File: src/rtl/bridge_cmd_pkg.sv
package bridge_cmd_pkg;
  localparam int CMD_W       = 16;
  localparam int LANES       = CMD_W / 8;
  localparam int CMD_DW_OFF  = 1;
  localparam logic [CMD_W-1:0] CMD_RW_MASK = 16'h0367;

  localparam int B_IO     = 0;
  localparam int B_MEM    = 1;
  localparam int B_MASTER = 2;
  localparam int B_SNOOP  = 5;
  localparam int B_PERR   = 6;
  localparam int B_SERR   = 8;
  localparam int B_FB2B   = 9;

  localparam int PAL_N    = 3;
  localparam int PAL_BITS = 10;
  localparam logic [PAL_N-1:0][PAL_BITS-1:0] PAL_PORTS = {10'h3C9, 10'h3C8, 10'h3C6};

  typedef struct packed {
    logic side;
    logic io;
    logic wr;
    logic in_win;
  } txn_attr_t;

  typedef struct packed {
    logic claim;
    logic fwd;
    logic snoop;
  } fwd_dec_t;
endpackage

File: src/rtl/bridge_cmd_regs.sv
module bridge_cmd_regs
  import bridge_cmd_pkg::*;
#(
  parameter int CFG_AW = 6,
  parameter int DATA_W = 32
) (
  input  logic              clk,
  input  logic              rst,
  input  logic              cfg_wr,
  input  logic              cfg_rd,
  input  logic [CFG_AW-1:0] cfg_dw_addr,
  input  logic [3:0]        cfg_be,
  input  logic [DATA_W-1:0] cfg_wdata,
  output logic [DATA_W-1:0] cfg_rdata,
  output logic              cfg_rvalid,
  output logic [CMD_W-1:0]  cmd_q
);
  localparam logic [CFG_AW-1:0] HIT_OFF = CFG_AW'(CMD_DW_OFF);
  localparam int PAD_W = DATA_W - CMD_W;

  logic             hit;
  logic             wr_hit;
  logic [CMD_W-1:0] cmd_d;

  assign hit    = (cfg_dw_addr == HIT_OFF);
  assign wr_hit = cfg_wr && hit;

  always_comb begin
    cmd_d = cmd_q;
    for (int l = 0; l < LANES; l++) begin
      if (wr_hit && cfg_be[l])
        cmd_d[l*8 +: 8] = cfg_wdata[l*8 +: 8] & CMD_RW_MASK[l*8 +: 8];
    end
  end

  always_ff @(posedge clk) begin
    if (rst) cmd_q <= '0;
    else     cmd_q <= cmd_d;
  end

  always_ff @(posedge clk) begin
    if (rst) begin
      cfg_rvalid <= 1'b0;
      cfg_rdata  <= '0;
    end else begin
      cfg_rvalid <= cfg_rd;
      cfg_rdata  <= (cfg_rd && hit) ? {{PAD_W{1'b0}}, cmd_q} : '0;
    end
  end
endmodule

File: src/rtl/palette_snoop_dec.sv
module palette_snoop_dec
  import bridge_cmd_pkg::*;
#(
  parameter int ADDR_W = 32
) (
  input  logic [ADDR_W-1:0] addr,
  output logic              pal_hit
);
  logic [PAL_N-1:0] port_eq;

  for (genvar p = 0; p < PAL_N; p++) begin : g_port
    assign port_eq[p] = (addr[PAL_BITS-1:0] == PAL_PORTS[p]);
  end

  assign pal_hit = |port_eq;
endmodule

File: src/rtl/fwd_decide.sv
module fwd_decide
  import bridge_cmd_pkg::*;
(
  input  logic             clk,
  input  logic             rst,
  input  logic [CMD_W-1:0] cmd,
  input  logic             txn_valid,
  input  txn_attr_t        attr,
  input  logic             pal_hit,
  output logic             dec_valid,
  output fwd_dec_t         dec
);
  logic     prim;
  logic     prim_ok;
  fwd_dec_t dec_d;

  assign prim    = !attr.side;
  assign prim_ok = attr.io ? cmd[B_IO] : cmd[B_MEM];

  always_comb begin
    dec_d.claim = attr.in_win && (prim ? prim_ok : cmd[B_MASTER]);
    dec_d.snoop = prim && attr.io && attr.wr && cmd[B_SNOOP] && pal_hit;
    dec_d.fwd   = dec_d.claim || dec_d.snoop;
  end

  always_ff @(posedge clk) begin
    if (rst) begin
      dec_valid <= 1'b0;
      dec       <= '0;
    end else begin
      dec_valid <= txn_valid;
      dec       <= txn_valid ? dec_d : '0;
    end
  end
endmodule

File: src/rtl/bridge_cmd_ctl.sv
module bridge_cmd_ctl
  import bridge_cmd_pkg::*;
#(
  parameter int CFG_AW = 6,
  parameter int ADDR_W = 32,
  parameter int DATA_W = 32
) (
  input  logic              clk,
  input  logic              rst,
  input  logic              cfg_wr,
  input  logic              cfg_rd,
  input  logic [CFG_AW-1:0] cfg_dw_addr,
  input  logic [3:0]        cfg_be,
  input  logic [DATA_W-1:0] cfg_wdata,
  output logic [DATA_W-1:0] cfg_rdata,
  output logic              cfg_rvalid,
  input  logic              txn_valid,
  input  logic              txn_side,
  input  logic              txn_io,
  input  logic              txn_wr,
  input  logic [ADDR_W-1:0] txn_addr,
  input  logic              txn_in_win,
  output logic              dec_valid,
  output logic              dec_claim,
  output logic              dec_fwd,
  output logic              dec_snoop,
  output logic              serr_en,
  output logic              perr_resp_en
);
  logic [CMD_W-1:0] cmd_q;
  logic             pal_hit;
  txn_attr_t        attr;
  fwd_dec_t         dec;

  assign attr = '{side: txn_side, io: txn_io, wr: txn_wr, in_win: txn_in_win};

  bridge_cmd_regs #(.CFG_AW(CFG_AW), .DATA_W(DATA_W)) u_regs (
    .clk(clk), .rst(rst),
    .cfg_wr(cfg_wr), .cfg_rd(cfg_rd), .cfg_dw_addr(cfg_dw_addr),
    .cfg_be(cfg_be), .cfg_wdata(cfg_wdata),
    .cfg_rdata(cfg_rdata), .cfg_rvalid(cfg_rvalid),
    .cmd_q(cmd_q)
  );

  palette_snoop_dec #(.ADDR_W(ADDR_W)) u_pal (
    .addr(txn_addr), .pal_hit(pal_hit)
  );

  fwd_decide u_dec (
    .clk(clk), .rst(rst), .cmd(cmd_q),
    .txn_valid(txn_valid), .attr(attr), .pal_hit(pal_hit),
    .dec_valid(dec_valid), .dec(dec)
  );

  assign dec_claim    = dec.claim;
  assign dec_fwd      = dec.fwd;
  assign dec_snoop    = dec.snoop;
  assign serr_en      = cmd_q[B_SERR];
  assign perr_resp_en = cmd_q[B_PERR];
endmodule

File: config.mk
export PLATFORM = sky130hd
export DESIGN_NAME = bridge_cmd_ctl
export DESIGN_NICKNAME = d
export VERILOG_FILES = /design/src/rtl/bridge_cmd_pkg.sv /design/src/rtl/bridge_cmd_regs.sv /design/src/rtl/palette_snoop_dec.sv /design/src/rtl/fwd_decide.sv /design/src/rtl/bridge_cmd_ctl.sv
export SDC_FILE = /design/constraint.sdc
export NUM_CORES = 1
export LEC_CHECK = 0
export BUFFER_PORTS_ARGS = -buffer_cell sky130_fd_sc_hd__buf_2
export CORE_MARGIN = 10
export CORE_UTILIZATION = 28
export CTS_CLUSTER_DIAMETER = 50
export DETAILED_ROUTE_END_ITERATION = 16
export PLACE_DENSITY = 0.82
export SYNTH_ARGS = -nofsm -noshare
export SYNTH_HDL_FRONTEND = slang
export SYNTH_SLANG_ARGS = --single-unit
File: constraint.sdc
create_clock -name clk -period 1 [get_ports clk]
set_input_delay 0.1 -clock clk [delete_from_list [all_inputs] [get_ports clk]]
set_output_delay 0.1 -clock clk [all_outputs]
set_load 0.1 [all_outputs]
# Word-level counts from Yosys, hierarchy flattened
# Cells that the tools add are included.
# totals
reg_bits	35
in_bits	83
wordCells	31
# classes
n_eq_ne	4
n_mux	2
bitwise	2
reduce_logical	14
# op_table
cell	n
$eq 10x10->1 const B	3
$logic_and 1x1->1	9
$eq 6x1->1 const B	1
$reduce_or 2->1	2
$reduce_or 3->1	1
$mux 1	2
$not 1->1	2
$logic_not 1->1	1
$logic_or 1x1->1	1

# Logic depth before layout (Yosys ltp)
# depth
depth_word	6
depth_mapped	4
mapped_depth_nobuf	3

# Modules after synthesis
# From an unflattened synthesis, not the netlist that was laid out.
# unflattened
cells_unflattened	102
area_unflattened_um2	1021.0
# modules_own_cells
mod	instances	cells_per_inst	area_each_um2
bridge_cmd_regs	1	86	840.8
fwd_decide	1	12	138.9
palette_snoop_dec	1	4	41.3

# Worst setup path before layout
# Ideal clock, no wire load.
# synth_path
path_kind	reg2reg
from	register u_regs.cmd_q[6] (netlist name)
to	register u_regs.cmd_q[6]
t_arrival_ps	1286
slack_ps	-357
path_stages_with_launch	3
path_buffers	0
synth_period_minus_slack_ps	1357
cell_sequence	dfxtp_1 > o21ai_0 > a21oi_1
# synth_lines
element	line_no	source
end signal: assignment	bridge_cmd_regs.sv:38	else cmd_q <= cmd_d;
end: declaration	bridge_cmd_regs.sv:16	output logic [CMD_W-1:0] cmd_q

# Final worst setup path
# layout_path
from	register u_regs.cmd_q[0]
to	register u_dec.dec[1] (netlist name)
# layout_between
elab_chain_cells	4
# layout_rtl
element	line_no	source
$mux 1	fwd_decide.sv:18	assign prim_ok = attr.io ? cmd[B_IO] : cmd[B_MEM];
$mux 1	fwd_decide.sv:21	dec_d.claim = attr.in_win && (prim ? prim_ok : cmd[B_MASTER]);
$logic_and 1x1->1	fwd_decide.sv:21	
$logic_or 1x1->1	fwd_decide.sv:23	dec_d.fwd = dec_d.claim || dec_d.snoop;
# Every way passes these cells.
# A chain may end at the register's enable or synchronous reset.

==> key figures <==
Outcome
  • Status: complete, but fails checks
  • Failing checks: negative setup slack

Setup path
  • Worst path top cell family by delay: flip-flops
  • Crit-path max FO: 2
  • Critical path's slowest cell: dfxtp_1
  • R2R depth: 3
  • R2R Path End: u_dec.dec[1]$_SDFF_PP0_
  • Reg2reg start: u_regs.cmd_q[0]$_SDFFE_PP0P_
  • Critical path data arrival time: around 1.2 ns
  • Setup CP Type: flop to flop
  • Critical Path Start Type: flop
  • Crit-path max cell delay: between 0.3 and 0.4 ns
  • Critical-path cell list: mux2_2 > o2111ai_2 > o31ai_1
  • Buf/Inv on CP: 0
  • Reg2Reg Setup Slack: -0.003 ns
  • Critical Path RT: 1.17 ns
  • CP Capture Type: flop

Drt
  • DR iter-0 viols: 49
  • Drt pass-1 iters: 4
  • Highest routed layer: met4
  • Met3 WL post-DR: between 150 and 200 um
  • Via count: between 800 and 900
  • Met1 wire length: a little under 1000 um
  • Antenna viol nets, final: 0
  • Routed WL per cell: around 13 um
  • DRC Markers: 0
  • Post-Route WL: between 2000 and 3000 um
  • Via density: between 4 and 5
  • Met2 wire length: around 1300 um

Timing
  • Minimum hold slack: ~0.048 ns
  • Min Tclk post-route: roughly 1.0 ns
  • Max Clock Freq: approximately 1000 MHz
  • RSZ-0062 raised after global routing: true
  • Final setup viols: 1
  • Worst setup margin: -0.00322 ns
  • Slew Limit Fails: 0
  • Period utilisation layout: 100%
  • Fin. Hold Viols: 0
  • Post-Route Skew: a little over 0.007 ns

Logic synthesis
  • Count of cell types in the netlist: 24
  • Cell count after synthesis: between 90 and 100
  • Seq/Total Area, Yosys: 41.8%
  • Yosys synthesis warning count: 0
  • Prevailing post-synth register cell: dfxtp_1
  • Async S/R FF share, synth: 0%
  • Post-synth EDFFs: 0
  • Seq cells post-synth: 19
  • Mapped Avg Cell Area: about 9.6 um2
  • Post-Syn Area: approximately 910 um2

Cells and area
  • Final Util: between 40% and 50%
  • Fillers: 285
  • Share of cells above drive strength 1: 52.3%
  • Area Overhead vs Synth: 57.6%
  • Antenna Cells: 0
  • Final-stage net count: between 200 and 250

Clocking
  • H-tree Lvls: 1
  • Clock tree from TritonCTS: built
  • Clock root cell: clkbuf_4
  • TritonCTS Buffers: 3
  • Register clock-pin slew on the reported worst setup and hold paths: approximately 0.11 ns
  • Clock Path Buffers: 2
  • Clock Sinks: 19
  • Cts hold-fix bufs: 0
  • Clk_lat worst skew: about 0.29 ns

Power and ir drop
  • P_leak: about 0.64 nW
  • Peak VDD IR: ~0.48 mV
  • PwrDens: roughly 1200 nW/um2

Min path
  • Hold Startpoint: cfg_wdata[8]
  • HP Class: input port to flop
  • Hold depth: 3
  • Min-Delay Endpoint: u_regs.cmd_q[8]$_SDFFE_PP0P_

Floorplanning
  • Num rows: 20
  • Ports: around 120
  • Chip height: approximately 77 um
  • Starting Density: between 20% and 30%
  • Die area: approximately 5900 um2
  • Die extent in x: just under 80 um
  • Total core area: 3080 um2

Placement
  • GP Congestion: ~0.83
  • IO Port Bufs: 47

Global route
  • Largest net degree at the start of global routing: 12
  • First-pass GRT wire length: between 3000 and 4000 um
  • GRT Residual Overflow: 0
  • Antenna violations before repair: 0
  • GR Util All Layers: under 10%
  • Vias in the first global route: between 900 and 1000

Run
  • Max-Cap Viols: 0
[stage by stage]
step	instance area [um2]	cells	setup WS, ns	total power [mW]	TNS (ns)
finish	1430	195	-0.00322	1.75	-0.00322
global route	1430	195	-0.0865	1.81	-0.0870
global placement	1380	191	-0.162	1.37	-1.70
floorplan	1020	119	-0.00659	1.33	-0.0446
detailed placement	1380	191	-0.186	1.38	-1.95
CTS	1420	195	0.00604	1.75	0
[logic make-up (layout without fill, tap and decap cells)]
| logic type | Yosys count | in the layout | synth area share, % |
|---|---|---|---|
| simple gates | 31 | 31 | 25.6 |
| buf+inv | 27 | 59 | 21.5 |
| other cells | 1 | 25 | 0.412 |
| compound gates | 16 | 16 | 9.49 |
| flops | 19 | 19 | 41.8 |
| mux | 1 | 1 | 1.24 |
[registers in the layout, summed over array words and instances, names as in the netlist]
signal	cells
u_regs.cfg_rdata	7
u_regs.cmd_q	7
u_dec.dec_valid	1
u_dec.dec	3
u_regs.cfg_rvalid	1
[tightest hold or removal path: stages]
cell     delay (ns)
buf_2          0.09
nand3_1        0.06
a21oi_1        0.05
[metal layers]
metal,up-vias,track usage [%]
met2,39,14.6
met1,367,7.40
met4,0,4.56
met3,4,2.45
li1,396,-
met5,-,0
[synth_stat cells, drive strengths merged (2+ instances only)]
cell | count | area, um2
a21oi | 7 | 35.0
and2 | 7 | 43.8
and4b | 3 | 33.8
buf | 25 | 188
dfxtp | 19 | 380
nand3 | 7 | 35.0
nand4b | 3 | 26.3
nor2b | 2 | 12.5
nor4bb | 2 | 20.0
o21ai | 7 | 35.0
[worst max-delay path by stage]
stage / startpoint / endpoint / depth (start not counted)
finish: u_regs.cmd_q[0]$_SDFFE_PP0P_ / u_dec.dec[1]$_SDFF_PP0_ / 3
global route: u_regs.cmd_q[5]$_SDFFE_PP0P_ / u_dec.dec[1]$_SDFF_PP0_ / 3
CTS: u_regs.cmd_q[0]$_SDFFE_PP0P_ / u_dec.dec[1]$_SDFF_PP0_ / 3
detailed placement: cfg_dw_addr[3] / u_regs.cmd_q[1]$_SDFFE_PP0P_ / 4
global placement: cfg_dw_addr[3] / u_regs.cmd_q[5]$_SDFFE_PP0P_ / 4
floorplan: cfg_dw_addr[3] / u_regs.cmd_q[0]$_SDFFE_PP0P_ / 3
[timing repair]
action,4_1_cts,5_1_grt
endpoints found under the setup margin,1,2
pin swaps,2,1
gates resized for setup,2,2
buffers inserted,0,0
[report_power, final]
| part | internal, mW | total (mW) | switching, mW |
|---|---|---|---|
| sequential | 0.758 | 0.763 | 0.00521 |
| combinational | 0.0954 | 0.606 | 0.511 |
| clock | 0.148 | 0.378 | 0.230 |
[cell usage in the layout (no fill, tap or decap), types with 4 or more instances in the layout]
cell and count:
nand3_1 7, dfxtp_1 4, o21ai_0 7, conb_1 25, buf_2 33, buf_12 14
dfxtp_2 13, buf_4 7, and2_1 7, a21oi_1 7
[cell type report]
class | count | area (um2) | share of cell area (%)
Clock inverter | 1 | 5.00 | 0.349
Sequential cell | 19 | 404 | 28.2
Timing Repair Buffer | 54 | 498 | 34.7
Tap cell | 44 | 55.1 | 3.84
Multi-Input combinational cell | 73 | 445 | 31.1
Inverter | 1 | 3.75 | 0.262
Clock buffer | 3 | 22.5 | 1.57
Note: power is estimated with default switching activity, not from simulation.
